### src/rtl/tsl_pkg.sv
package tsl_pkg;

    localparam int TS_W = 16;

    typedef logic [TS_W-1:0] ts_t;

    typedef enum logic {
        PL_IDLE = 1'b0,
        PL_HIGH = 1'b1
    } pulse_state_t;

    typedef struct packed {
        ts_t  stamp;
        logic flag;
        logic ovr;
    } cap_state_t;

    function automatic logic overrun_next(input logic flag, input logic ovr,
                                          input logic clr);
        return (flag & ~clr) | (ovr & ~clr);
    endfunction

endpackage

### src/rtl/tsl_bit_pulse.sv
module tsl_bit_pulse
    import tsl_pkg::*;
#(
    parameter int PULSE_BITS = 1
) (
    input  logic clk,
    input  logic rst,
    input  logic frame_ok_i,
    input  logic bit_tick_i,
    output logic pulse_o
);
    localparam int CNT_W = (PULSE_BITS > 1) ? $clog2(PULSE_BITS) : 1;
    localparam logic [CNT_W-1:0] LAST = CNT_W'(PULSE_BITS - 1);

    pulse_state_t    st_q;
    logic [CNT_W-1:0] cnt_q;

    always_ff @(posedge clk) begin
        if (rst) begin
            st_q  <= PL_IDLE;
            cnt_q <= '0;
        end else begin
            unique case (st_q)
                PL_IDLE: begin
                    if (frame_ok_i) begin
                        st_q  <= PL_HIGH;
                        cnt_q <= '0;
                    end
                end
                PL_HIGH: begin
                    if (bit_tick_i) begin
                        if (cnt_q == LAST) st_q <= PL_IDLE;
                        else               cnt_q <= cnt_q + 1'b1;
                    end
                end
                default: st_q <= PL_IDLE;
            endcase
        end
    end

    assign pulse_o = (st_q == PL_HIGH);
endmodule

### src/rtl/tsl_free_timer.sv
module tsl_free_timer
    import tsl_pkg::*;
(
    input  logic clk,
    input  logic rst,
    input  logic tick_i,
    output ts_t  count_o
);
    ts_t cnt_q;

    always_ff @(posedge clk) begin
        if (rst)         cnt_q <= '0;
        else if (tick_i) cnt_q <= cnt_q + 1'b1;
    end

    assign count_o = cnt_q;
endmodule

### src/rtl/tsl_route_edge.sv
module tsl_route_edge (
    input  logic clk,
    input  logic rst,
    input  logic link_en_i,
    input  logic pulse_i,
    input  logic ext_i,
    output logic rise_o
);
    logic sel_q;
    logic prev_q;
    logic src;
    logic switch_now;

    assign src        = sel_q ? pulse_i : ext_i;
    assign switch_now = !pulse_i && (link_en_i != sel_q);
    assign rise_o     = src && !prev_q;

    always_ff @(posedge clk) begin
        if (rst) begin
            sel_q  <= 1'b0;
            prev_q <= 1'b0;
        end else if (switch_now) begin
            sel_q  <= link_en_i;
            prev_q <= link_en_i ? pulse_i : ext_i;
        end else begin
            prev_q <= src;
        end
    end
endmodule

### src/rtl/tsl_capture.sv
module tsl_capture
    import tsl_pkg::*;
(
    input  logic       clk,
    input  logic       rst,
    input  logic       rise_i,
    input  ts_t        timer_i,
    input  logic       clr_i,
    output cap_state_t state_o
);
    cap_state_t st_q;

    always_ff @(posedge clk) begin
        if (rst) begin
            st_q <= '0;
        end else if (rise_i) begin
            st_q.stamp <= timer_i;
            st_q.flag  <= 1'b1;
            st_q.ovr   <= overrun_next(st_q.flag, st_q.ovr, clr_i);
        end else if (clr_i) begin
            st_q.flag <= 1'b0;
            st_q.ovr  <= 1'b0;
        end
    end

    assign state_o = st_q;
endmodule

### src/rtl/can_rx_tstamp_link.sv
module can_rx_tstamp_link
    import tsl_pkg::*;
#(
    parameter int PULSE_BITS = 1
) (
    input  logic        clk,
    input  logic        rst,
    input  logic        frame_ok_i,
    input  logic        bit_tick_i,
    input  logic        link_en_i,
    input  logic        ext_cap_i,
    input  logic        tmr_tick_i,
    input  logic        flag_clr_i,
    output logic        link_pulse_o,
    output logic [15:0] timer_o,
    output logic [15:0] tstamp_o,
    output logic        cap_flag_o,
    output logic        overrun_o
);
    logic       pulse;
    logic       rise;
    ts_t        tmr;
    cap_state_t cap;

    tsl_bit_pulse #(.PULSE_BITS(PULSE_BITS)) u_pulse (
        .clk(clk), .rst(rst), .frame_ok_i(frame_ok_i),
        .bit_tick_i(bit_tick_i), .pulse_o(pulse)
    );

    tsl_free_timer u_timer (
        .clk(clk), .rst(rst), .tick_i(tmr_tick_i), .count_o(tmr)
    );

    tsl_route_edge u_route (
        .clk(clk), .rst(rst), .link_en_i(link_en_i), .pulse_i(pulse),
        .ext_i(ext_cap_i), .rise_o(rise)
    );

    tsl_capture u_cap (
        .clk(clk), .rst(rst), .rise_i(rise), .timer_i(tmr),
        .clr_i(flag_clr_i), .state_o(cap)
    );

    assign link_pulse_o = pulse;
    assign timer_o      = tmr;
    assign tstamp_o     = cap.stamp;
    assign cap_flag_o   = cap.flag;
    assign overrun_o    = cap.ovr;
endmodule

### config.mk
export PLATFORM = sky130hd
export DESIGN_NAME = can_rx_tstamp_link
export DESIGN_NICKNAME = d
export VERILOG_FILES = /design/src/rtl/tsl_pkg.sv /design/src/rtl/tsl_bit_pulse.sv /design/src/rtl/tsl_free_timer.sv /design/src/rtl/tsl_route_edge.sv /design/src/rtl/tsl_capture.sv /design/src/rtl/can_rx_tstamp_link.sv
export SDC_FILE = /design/constraint.sdc
export NUM_CORES = 1
export LEC_CHECK = 0
export ABC_AREA = 1
export CELL_PAD_IN_SITES_DETAIL_PLACEMENT = 1
export CELL_PAD_IN_SITES_GLOBAL_PLACEMENT = 1
export CORE_MARGIN = 3
export CORE_UTILIZATION = 43
export DETAILED_ROUTE_END_ITERATION = 8
export DONT_BUFFER_PORTS = 1
export PLACE_DENSITY_LB_ADDON = 0.1
export SETUP_SLACK_MARGIN = 0.05
export SYNTH_ARGS = -nofsm -noshare
export SYNTH_HDL_FRONTEND = slang
export SYNTH_SLANG_ARGS = --single-unit
### constraint.sdc
create_clock -name clk -period 1.6 [get_ports clk]
set_input_delay 0.48 -clock clk [delete_from_list [all_inputs] [get_ports clk]]
set_output_delay 0.48 -clock clk [all_outputs]
set_load 0.005 [all_outputs]
==> flow_summary.ini <==
[cells_and_area]
drive_gt1_frac = 0.1549
diodes = 0
area_growth_pct = 10.56
final_nets = 221

[setup_path]
crit_type = flip-flop to flip-flop
cpMaxStageDelayCell = dfxtp_1
startpoint_type = flip-flop
worst-path-buf-inv = 0
crit_chain = nand2_1 > nor2_1 > nand2_1 > nor2_1 > nand3_1 > nand2_1 > nor2_1
max_stage_delay_ns = 0.49
arrival_ns = 1.66
crit_required_ns = 1.85
cp_max_fo = 7
crit_path_end_kind = flip-flop
critical_path.top_delay_family = simple AND/OR/NAND/NOR gates

[sta]
skew_ns = 0.008102
worst_slew_margin_rel = 0.8002
finalSetupTns_ns = 0
rsz0062_at_grt = no
drv_slew = 0
hold_violations = 0
period_minus_slack_ns = 1.411
max_freq_mhz = 708.6
post-route-period-util = 0.8820
finalSetupViolCount = 0
worstMarginPinSlew_ns = 0.2991
holdWs_ns = 0.1914

[global_route]
grt_pass1_vias = 1367
grt_pass1_wl_mm = 6.575
grt_start_max_net_pins = 19
grt_overflow = 0
grt_usage = 0.2011
antenna_found_initial = 0

[status]
status = finished, final reports clean

[floorplanning]
rows = 21
fp.dieW_um = 66.07
initial_core_util = 0.4542
dieArea_um2 = 4365
boundaryPins = 43
die_h_um = 66.07
core_area_um2 = 3416

[logic_synthesis]
synth_most_common_cell = nor2_1
synth_cells = 204
ys_seq_area_frac = 0.4774
syn_nets = 213
async_reset_ff_frac = 0
synth_cell_types = 24
ys_seq_elements = 37
synthDominantCellAreaShare = 0.4774
synth_common_cells = nor2_1, dfxtp_1, nand2_1
synth_edf_count = 0
synth_top_area_cell = dfxtp_1
ys_warn_count = 0
syn_area_um2 = 1551
avgSynthCellArea_um2 = 7.605
synth_ff_type = dfxtp_1
synthTopCellsByArea = dfxtp_1, nor2_1, nand2_1

[place]
gp_congestion = 0.7673
io_buffer_count = 0
dp.final_hpwl_mm = 3.045

[pwr]
irDropWorstVdd_v = 0.0005429
leakage_uw = 0.0006710
power_density_nw_per_um2 = 1079

[cts]
path_clk_slew_ns = 0.11
numCtsBuffers = 5
tritoncts = yes
cts_max_level = 2
clock_sinks = 37
clock_path_buffers = 2
clock_latency_ns = 0.34
root_buffer = clkbuf_4

[route]
vias = 1349
routed_wl_mm = 4.000
drt_iter0_markers = 25
first_pass_iters = 4
final_antenna_net_count = 0
drc_errors = 0
wl_per_cell_um = 15.44
viasPerCell = 5.208

[hold_path]
min_path_type = input port to flip-flop

[job]
maxCapViolations = 0
[worst paths after layout]
path                                         from                                to  slack, ns  depth (start not counted)
hold reg to reg     u_cap.state_o[0]$_SDFFE_PP0P_     u_cap.state_o[0]$_SDFFE_PP0P_       0.49                          2
hold / removal                                rst   u_timer.count_o[7]$_SDFFE_PP0P_       0.19                          1
setup reg to reg  u_timer.count_o[2]$_SDFFE_PP0P_  u_timer.count_o[15]$_SDFFE_PP0P_       0.19                          7
setup / recovery  u_timer.count_o[2]$_SDFFE_PP0P_  u_timer.count_o[15]$_SDFFE_PP0P_       0.19                          7
[cell usage in the layout (no fill, tap or decap), drive strengths merged, types with 6 or more instances in the layout]
cell,n
a21oi,21
buf,7
clkbuf,6
dfxtp,37
inv,20
nand2,32
nand3,8
nor2,45
nor3,8
o21ai,20
[per-layer routing]
| metal | vias to the layer above | GRT usage | part of all wire |
|---|---|---|---|
| li1 | 681 | - | - |
| met1 | 625 | 0.2489 | 0.45 |
| met2 | 37 | 0.3254 | 0.47 |
| met3 | 6 | 0.07313 | 0.066 |
| met4 | 0 | 0.06091 | 0.015 |
| met5 | - | 0 | 0 |
[registers in the layout (all words and copies together) (netlist names)]
signal           cells
u_cap.state_o       18
u_route.prev_q       1
u_timer.count_o     16
u_pulse.pulse_o      1
u_route.sel_q        1
[cell families (layout without fill, tap and decap cells)]
kind of cell,count (synthesis),count (layout),share of synthesized area
simple gates,95,95,0.2605
flops,37,37,0.4774
buf+inv,27,36,0.08306
compound gates,44,44,0.1710
fa+ha+maj,1,1,0.008063
[where the power goes]
part	switching, uW	internal [uW]
Clock	316	371
Sequential	42.8	970
Combinational	92.8	58.3
Total	452	1400
[cell type report]
type                    count  area, um^2
well taps                  46       57.56
inverters                  21       78.83
clock buffers               6       51.30
clock inverters             2       37.54
flip-flops and latches     37       743.2
fillers                   437        1700
repair buffers              7       65.06
multi-input cells         140       681.9
[repair_timing]
item,CTS,global route
hold buffers,0,0
endpoints found under the setup margin,0,3
buffers inserted,0,0
resized for setup,0,2
[metrics by stage]
stage	cell area (um^2)	setup slack, ns	total power, uW	std cells	util
after floorplan	1551	0.3168	1144	204	-
after global placement	1624	0.2466	1176	251	0.4755
after detailed placement	1624	0.1602	1187	251	0.4755
after CTS	1713	0.1388	1882	259	0.5015
after global routing	1715	0.06749	1952	259	0.5022
final	1715	0.1887	1852	259	0.5022
Power figures use the tool's default switching activity.
